`src/rtl/ige_pkg.sv`:
```
package ige_pkg;
  localparam int NSRC    = 5;
  localparam int WORD_W  = 16;
  localparam int CLR_LSB = 8;

  typedef enum logic [2:0] {
    SRC_EXT   = 3'd0,
    SRC_TMR1  = 3'd1,
    SRC_TMR2  = 3'd2,
    SRC_ASER  = 3'd3,
    SRC_SSER  = 3'd4
  } src_e;

  typedef logic [NSRC-1:0] src_vec_t;
endpackage

```
`src/rtl/ige_pending.sv`:
```
module ige_pending
  import ige_pkg::*;
#(
  parameter int N = NSRC
) (
  input  logic         clk,
  input  logic         rst_n,
  input  logic [N-1:0] set_i,
  input  logic [N-1:0] clr_i,
  output logic [N-1:0] pend_o
);
  for (genvar g = 0; g < N; g++) begin : g_bit
    logic q;
    always_ff @(posedge clk) begin
      if (!rst_n)        q <= 1'b0;
      else if (set_i[g]) q <= 1'b1;
      else if (clr_i[g]) q <= 1'b0;
    end
    assign pend_o[g] = q;

    a_r3_set_latches: assert property (@(posedge clk) disable iff (!rst_n)
      set_i[g] |=> q);
    a_r4_holds: assert property (@(posedge clk) disable iff (!rst_n)
      (q && !clr_i[g]) |=> q);
    a_r4_clears: assert property (@(posedge clk) disable iff (!rst_n)
      (clr_i[g] && !set_i[g]) |=> !q);
    // the set pulse wins over a clear in the same cycle
    a_r5_set_wins: assert property (@(posedge clk) disable iff (!rst_n)
      (set_i[g] && clr_i[g]) |=> q);
  end
endmodule

```
`src/rtl/ige_enable_reg.sv`:
```
module ige_enable_reg
  import ige_pkg::*;
#(
  parameter int N = NSRC
) (
  input  logic         clk,
  input  logic         rst_n,
  input  logic         we_i,
  input  logic [N-1:0] d_i,
  output logic [N-1:0] en_o
);
  always_ff @(posedge clk) begin
    if (!rst_n)    en_o <= '0;
    else if (we_i) en_o <= d_i;
  end

  a_r2_write_stores: assert property (@(posedge clk) disable iff (!rst_n)
    we_i |=> (en_o == $past(d_i)));
  a_r9_idle_stable: assert property (@(posedge clk) disable iff (!rst_n)
    !we_i |=> $stable(en_o));
endmodule

```
`src/rtl/ige_irq_merge.sv`:
```
module ige_irq_merge
  import ige_pkg::*;
#(
  parameter int N = NSRC
) (
  input  logic [N-1:0] pend_i,
  input  logic [N-1:0] en_i,
  output logic         irq_o
);
  logic [N-1:0] live;
  always_comb begin
    for (int i = 0; i < N; i++) live[i] = pend_i[i] & en_i[i];
  end
  assign irq_o = |live;
endmodule

```
`src/rtl/ige_ctrl.sv`:
```
module ige_ctrl
  import ige_pkg::*;
(
  input  logic              clk,
  input  logic              rst_n,
  input  logic [NSRC-1:0]   req_pulse,
  input  logic              wr_en,
  input  logic [WORD_W-1:0] wr_data,
  output logic [WORD_W-1:0] rd_data,
  output logic              irq_out
);
  src_vec_t pend, en, clr;

  assign clr = wr_en ? wr_data[CLR_LSB +: NSRC] : '0;

  ige_pending #(.N(NSRC)) u_pend (
    .clk(clk), .rst_n(rst_n), .set_i(req_pulse), .clr_i(clr), .pend_o(pend)
  );

  ige_enable_reg #(.N(NSRC)) u_en (
    .clk(clk), .rst_n(rst_n), .we_i(wr_en), .d_i(wr_data[NSRC-1:0]), .en_o(en)
  );

  ige_irq_merge #(.N(NSRC)) u_merge (
    .pend_i(pend), .en_i(en), .irq_o(irq_out)
  );

  always_comb begin
    rd_data = '0;
    rd_data[NSRC-1:0]           = en;
    rd_data[CLR_LSB +: NSRC]    = pend;
  end

  // the interrupt can only rise after a write or a request pulse
  a_r6_rise_has_cause: assert property (@(posedge clk) disable iff (!rst_n)
    $rose(irq_out) |-> ($past(wr_en) || ($past(req_pulse) != '0)));
  // with no write or pulse, the interrupt holds its level
  a_r6_quiet_stable: assert property (@(posedge clk) disable iff (!rst_n)
    (!wr_en && req_pulse == '0) |=> $stable(irq_out));
endmodule

```
`config.mk`:
```
export PLATFORM = sky130hd
export DESIGN_NAME = ige_ctrl
export DESIGN_NICKNAME = d
export VERILOG_FILES = /design/src/rtl/ige_pkg.sv /design/src/rtl/ige_pending.sv /design/src/rtl/ige_enable_reg.sv /design/src/rtl/ige_irq_merge.sv /design/src/rtl/ige_ctrl.sv
export SDC_FILE = /design/constraint.sdc
export NUM_CORES = 1
export LEC_CHECK = 0
export ABC_AREA = 1
export CORE_AREA = 2 2 43 45
export DETAILED_ROUTE_END_ITERATION = 8
export DIE_AREA = 0 0 45 47
export GPL_TIMING_DRIVEN = 0
export PLACE_DENSITY = 0.8
export SKIP_LAST_GASP = 1
export SLEW_MARGIN = 20
export SYNTH_ARGS = -nofsm -noshare
export SYNTH_HDL_FRONTEND = slang
export SYNTH_HIERARCHICAL = 1
export SYNTH_SLANG_ARGS = --single-unit
```
`constraint.sdc`:
```
create_clock -name clk -period 1.3 [get_ports clk]
set_input_delay 0.195 -clock clk [delete_from_list [all_inputs] [get_ports clk]]
set_output_delay 0.195 -clock clk [all_outputs]
set_load 0.005 [all_outputs]
```
==> results.txt <==
- Register-to-register path setup slack: 0.74 ns
- Entering global routing, the biggest net connects 11 pins.
- The first global-routing pass estimated 1524 um of wire.
* Outcome: complete, no violations
- Buf+Inv Stages, Crit Path: 2
- Seq cells post-synth: 10
* Routed length per placed instance: 7.476 um
- Area growth from synthesis to final layout: 63.06%
* Placed wire-length estimate after detailed placement: 897.7 um
- At the worst endpoint, the required time is 1.11 ns.
* Cells after synthesis: 90
* Wire length reported by the detailed router: 1069 um
- Proportion of synthesized area in mux cells: 0%
* Starting density of the core: 33.64%
- Before antenna repair, the detailed router went through 3 iterations.
- In this run the power density over the cells is 807.4 nW/um^2.
* Worst hold slack: 0.4559 ns
* Number of sinks handled by clock tree synthesis: 10
- The total overflow left after global routing is 0.
- The most critical setup path has its endpoint at irq_out.
- Largest family of logic cells by synthesized area: buffers and inverters
* Placer Congestion: 0.6673
- Via total after detailed routing: 550
* Clock latency at the later pin of the worst-skew pair: 0.25 ns
* Yosys top cell area share: 36.04%
- The net count of the finished layout is 152.
- In this design, the stage delay of the slowest critical-path cell is 0.32 ns.
- Slew Limit Fails: 0
- The worst register-to-register path ends at u_en/en_o[2].
- The die covers 2115 sq um.
- Hold WC Path Type: reg2reg
- The synthesized netlist devotes 26.35% of its cell area to simple gates.
* Unique cell type count in the Yosys netlist: 8
* Synthesized area divided by synthesized cell count: 6.173 sq um
- For the worst flop-to-flop path, the logic depth is 2.
- Along the worst path, the maximum fanout reaches 2.
- The final hold violation count came to 0.
* Clock buffers created by TritonCTS: 3
- CP Cell Sequence: buf_4 -> nand2_1 -> nand2_1 -> nor2_1 -> nand2_1 -> clkbuf_2
* Setup Viol. Count Final: 0
* CTS Hold Bufs: 0
* Post-synth top area cell: sky130_fd_sc_hd__dfxtp_1
- By instance count, the cell type seen most on the critical path is sky130_fd_sc_hd__nand2_1.
- The tool flagged a number of max-cap violations equal to 0.
- Xor/xnor share of the synthesized area: 0%
- Setup repair after global routing could not meet its margin everywhere.
- Initial antenna violation count: 0
- The layout has 171 filler cells.
- Critical path depth: 6
- Count of inserted antenna diode cells: 0
- The number of global-route vias before repair came to 438.
- Leak Pwr: 0.0005868 uW
- Launch point of the critical path: u_pend/g_bit[2].q
* Placed Instance Area: 875.8 sq um
- The library cell used most frequently in the layout, excluding fill and tap cells, is sky130_fd_sc_hd__nand2_1.
- Compound-cell area share of the yosys netlist: 4.505%
- At the placement stage, the worst setup path has a slack of -0.01514 ns.
- In the post-synthesis netlist, the biggest area contributors are sky130_fd_sc_hd__dfxtp_1, sky130_fd_sc_hd__nand2_1, sky130_fd_sc_hd__inv_1, sky130_fd_sc_hd__buf_4, sky130_fd_sc_hd__nor2_1.
- Fmax achieved: 803.2 MHz
- Setup fix buffers added after clock tree synthesis: 0
* Mapped Area: 555.5 sq um
- Die width: 45 um
* Number of vias per cell: 3.846
- In this run the deepest clock path goes through 2 buffers.
- Max H-tree Level: 1
* Final Skew: 0 ns
- After routing the design area is 905.9 sq um.
- Arithmetic-cell share of the synthesized area counting full adders, half adders and majority gates: 0%
- Count of buffers inserted at the top-level ports: 28
- Endpoint arrival time on the critical path: 1.05 ns
* Total global routing track utilization: 9.752%
* Fraction of the yosys area taken by sequential cells: 36.04%
- The final critical path takes up 95.77% of the cycle.
- The worst setup path is captured at an output port.
- Clk root buf: sky130_fd_sc_hd__clkbuf_4
- Startpoint of the most critical register-to-register path: u_en/en_o[2]
* Most used cells in the layout excluding fill and tap cells: sky130_fd_sc_hd__nand2_1, sky130_fd_sc_hd__inv_1, sky130_fd_sc_hd__clkdlybuf4s50_1
- Standard cell core area: 1652 sq um
- Worst-path clk slew: 0.06 ns
- Synthesis warning total: 6
- For the final routed database, the setup TNS stands at 0 ns.
- TritonCTS clock tree: built
- After layout, the minimum clock period comes to 1.245 ns.
* Path type of the worst setup path: reg2out
- Once detail routing completed, the nets flagged for antenna violations numbered 0.
* Placement Rows: 15
* Fraction of final layout cells sized beyond drive strength 1: 19.05%
* Slowest library cell on the worst path: sky130_fd_sc_hd__dfxtp_2
- Top Ports: 41
* Largest delay contributor family on the critical path: flip-flops
- Type of element launching the critical path: register
- Final routed DRC violation total: 0
- Height of the die: 47 um
* Min setup slack post-route: 0.05494 ns
- VDD sags by at most 0.5100 mV.
* Number of DRC violations after detailed-routing iteration 0: 5
-- cells by family after synthesis --
| family | Yosys count |
|---|---|
| buf+inv | 35 |
| flops | 10 |
| simple gates | 39 |
| other cells | 1 |
| compound gates | 5 |
-- power by group --
part	switching (uW)	internal [uW]	leakage, uW
Sequential	12.6	332	0.0000854
Clock	94.6	106	0.0000138
Combinational	67.1	119	0.000488
-- layer usage --
| metal | track usage, % | vias up | part of all wire, % |
|---|---|---|---|
| li1 | - | 305 | - |
| met2 | 19.14 | 24 | 47 |
| met3 | 3.846 | 2 | 11 |
| met5 | 0 | - | 0 |
| met1 | 9.745 | 219 | 41 |
| met4 | 1.765 | 0 | 0.65 |
-- flip-flops by register name (all words and copies together) (netlist names) --
register,count
u_en/en_o,5
u_pend/g_bit.q,5
-- through the flow --
step / cells / total power, uW / utilization, %
2_1_floorplan: 95 / 436.8 / -
3_3_place_gp: 140 / 547.6 / 53.03
3_5_place_dp: 140 / 551.7 / 53.03
4_1_cts: 143 / 744.2 / 54.39
5_1_grt: 143 / 778.3 / 54.85
6_report: 143 / 731.4 / 54.85
-- cells in the mapped netlist, drive strengths merged --
cell / count
nand2: 28
dfxtp: 10
conb: 1
nor2: 11
inv: 23
a21oi: 5
buf: 12
-- tightest hold or removal path, cell delays in order, from the launching register on --
cell and delay (ns):
sky130_fd_sc_hd__dfxtp_2 0.32, sky130_fd_sc_hd__nand2_1 0.05, sky130_fd_sc_hd__a21oi_1 0.05
-- worst min-delay path by stage --
stage | startpoint | endpoint | slack [ns] | cells past startpoint
2_1_floorplan | rst_n | u_en/en_o[0] | 0.32 | 2
3_3_place_gp | u_pend/g_bit[4].q | u_pend/g_bit[4].q | 0.45 | 2
3_5_place_dp | u_pend/g_bit[1].q | u_pend/g_bit[1].q | 0.45 | 2
4_1_cts | u_pend/g_bit[1].q | u_pend/g_bit[1].q | 0.46 | 2
5_1_grt | u_pend/g_bit[0].q | u_pend/g_bit[0].q | 0.48 | 2
6_report | u_pend/g_bit[1].q | u_pend/g_bit[1].q | 0.46 | 2
-- repair_timing --
action                     in CTS  in global routing
hold endpoints to repair        0                  0
setup endpoints to repair      10                  5
pin swaps                       0                  1
gates resized for setup        14                  7
-- area by class of cell --
class / count / area (sq um) / area share [%]
buffer: 12 / 93.84 / 10.36
clock buffer: 3 / 22.52 / 2.486
inverter: 23 / 86.33 / 9.530
multi-input combinational: 50 / 193.9 / 21.41
sequential: 10 / 210.2 / 23.20
tap: 17 / 21.27 / 2.348
timing repair buffer: 28 / 277.8 / 30.66
No activity file was read; power rests on OpenSTA's default activity.
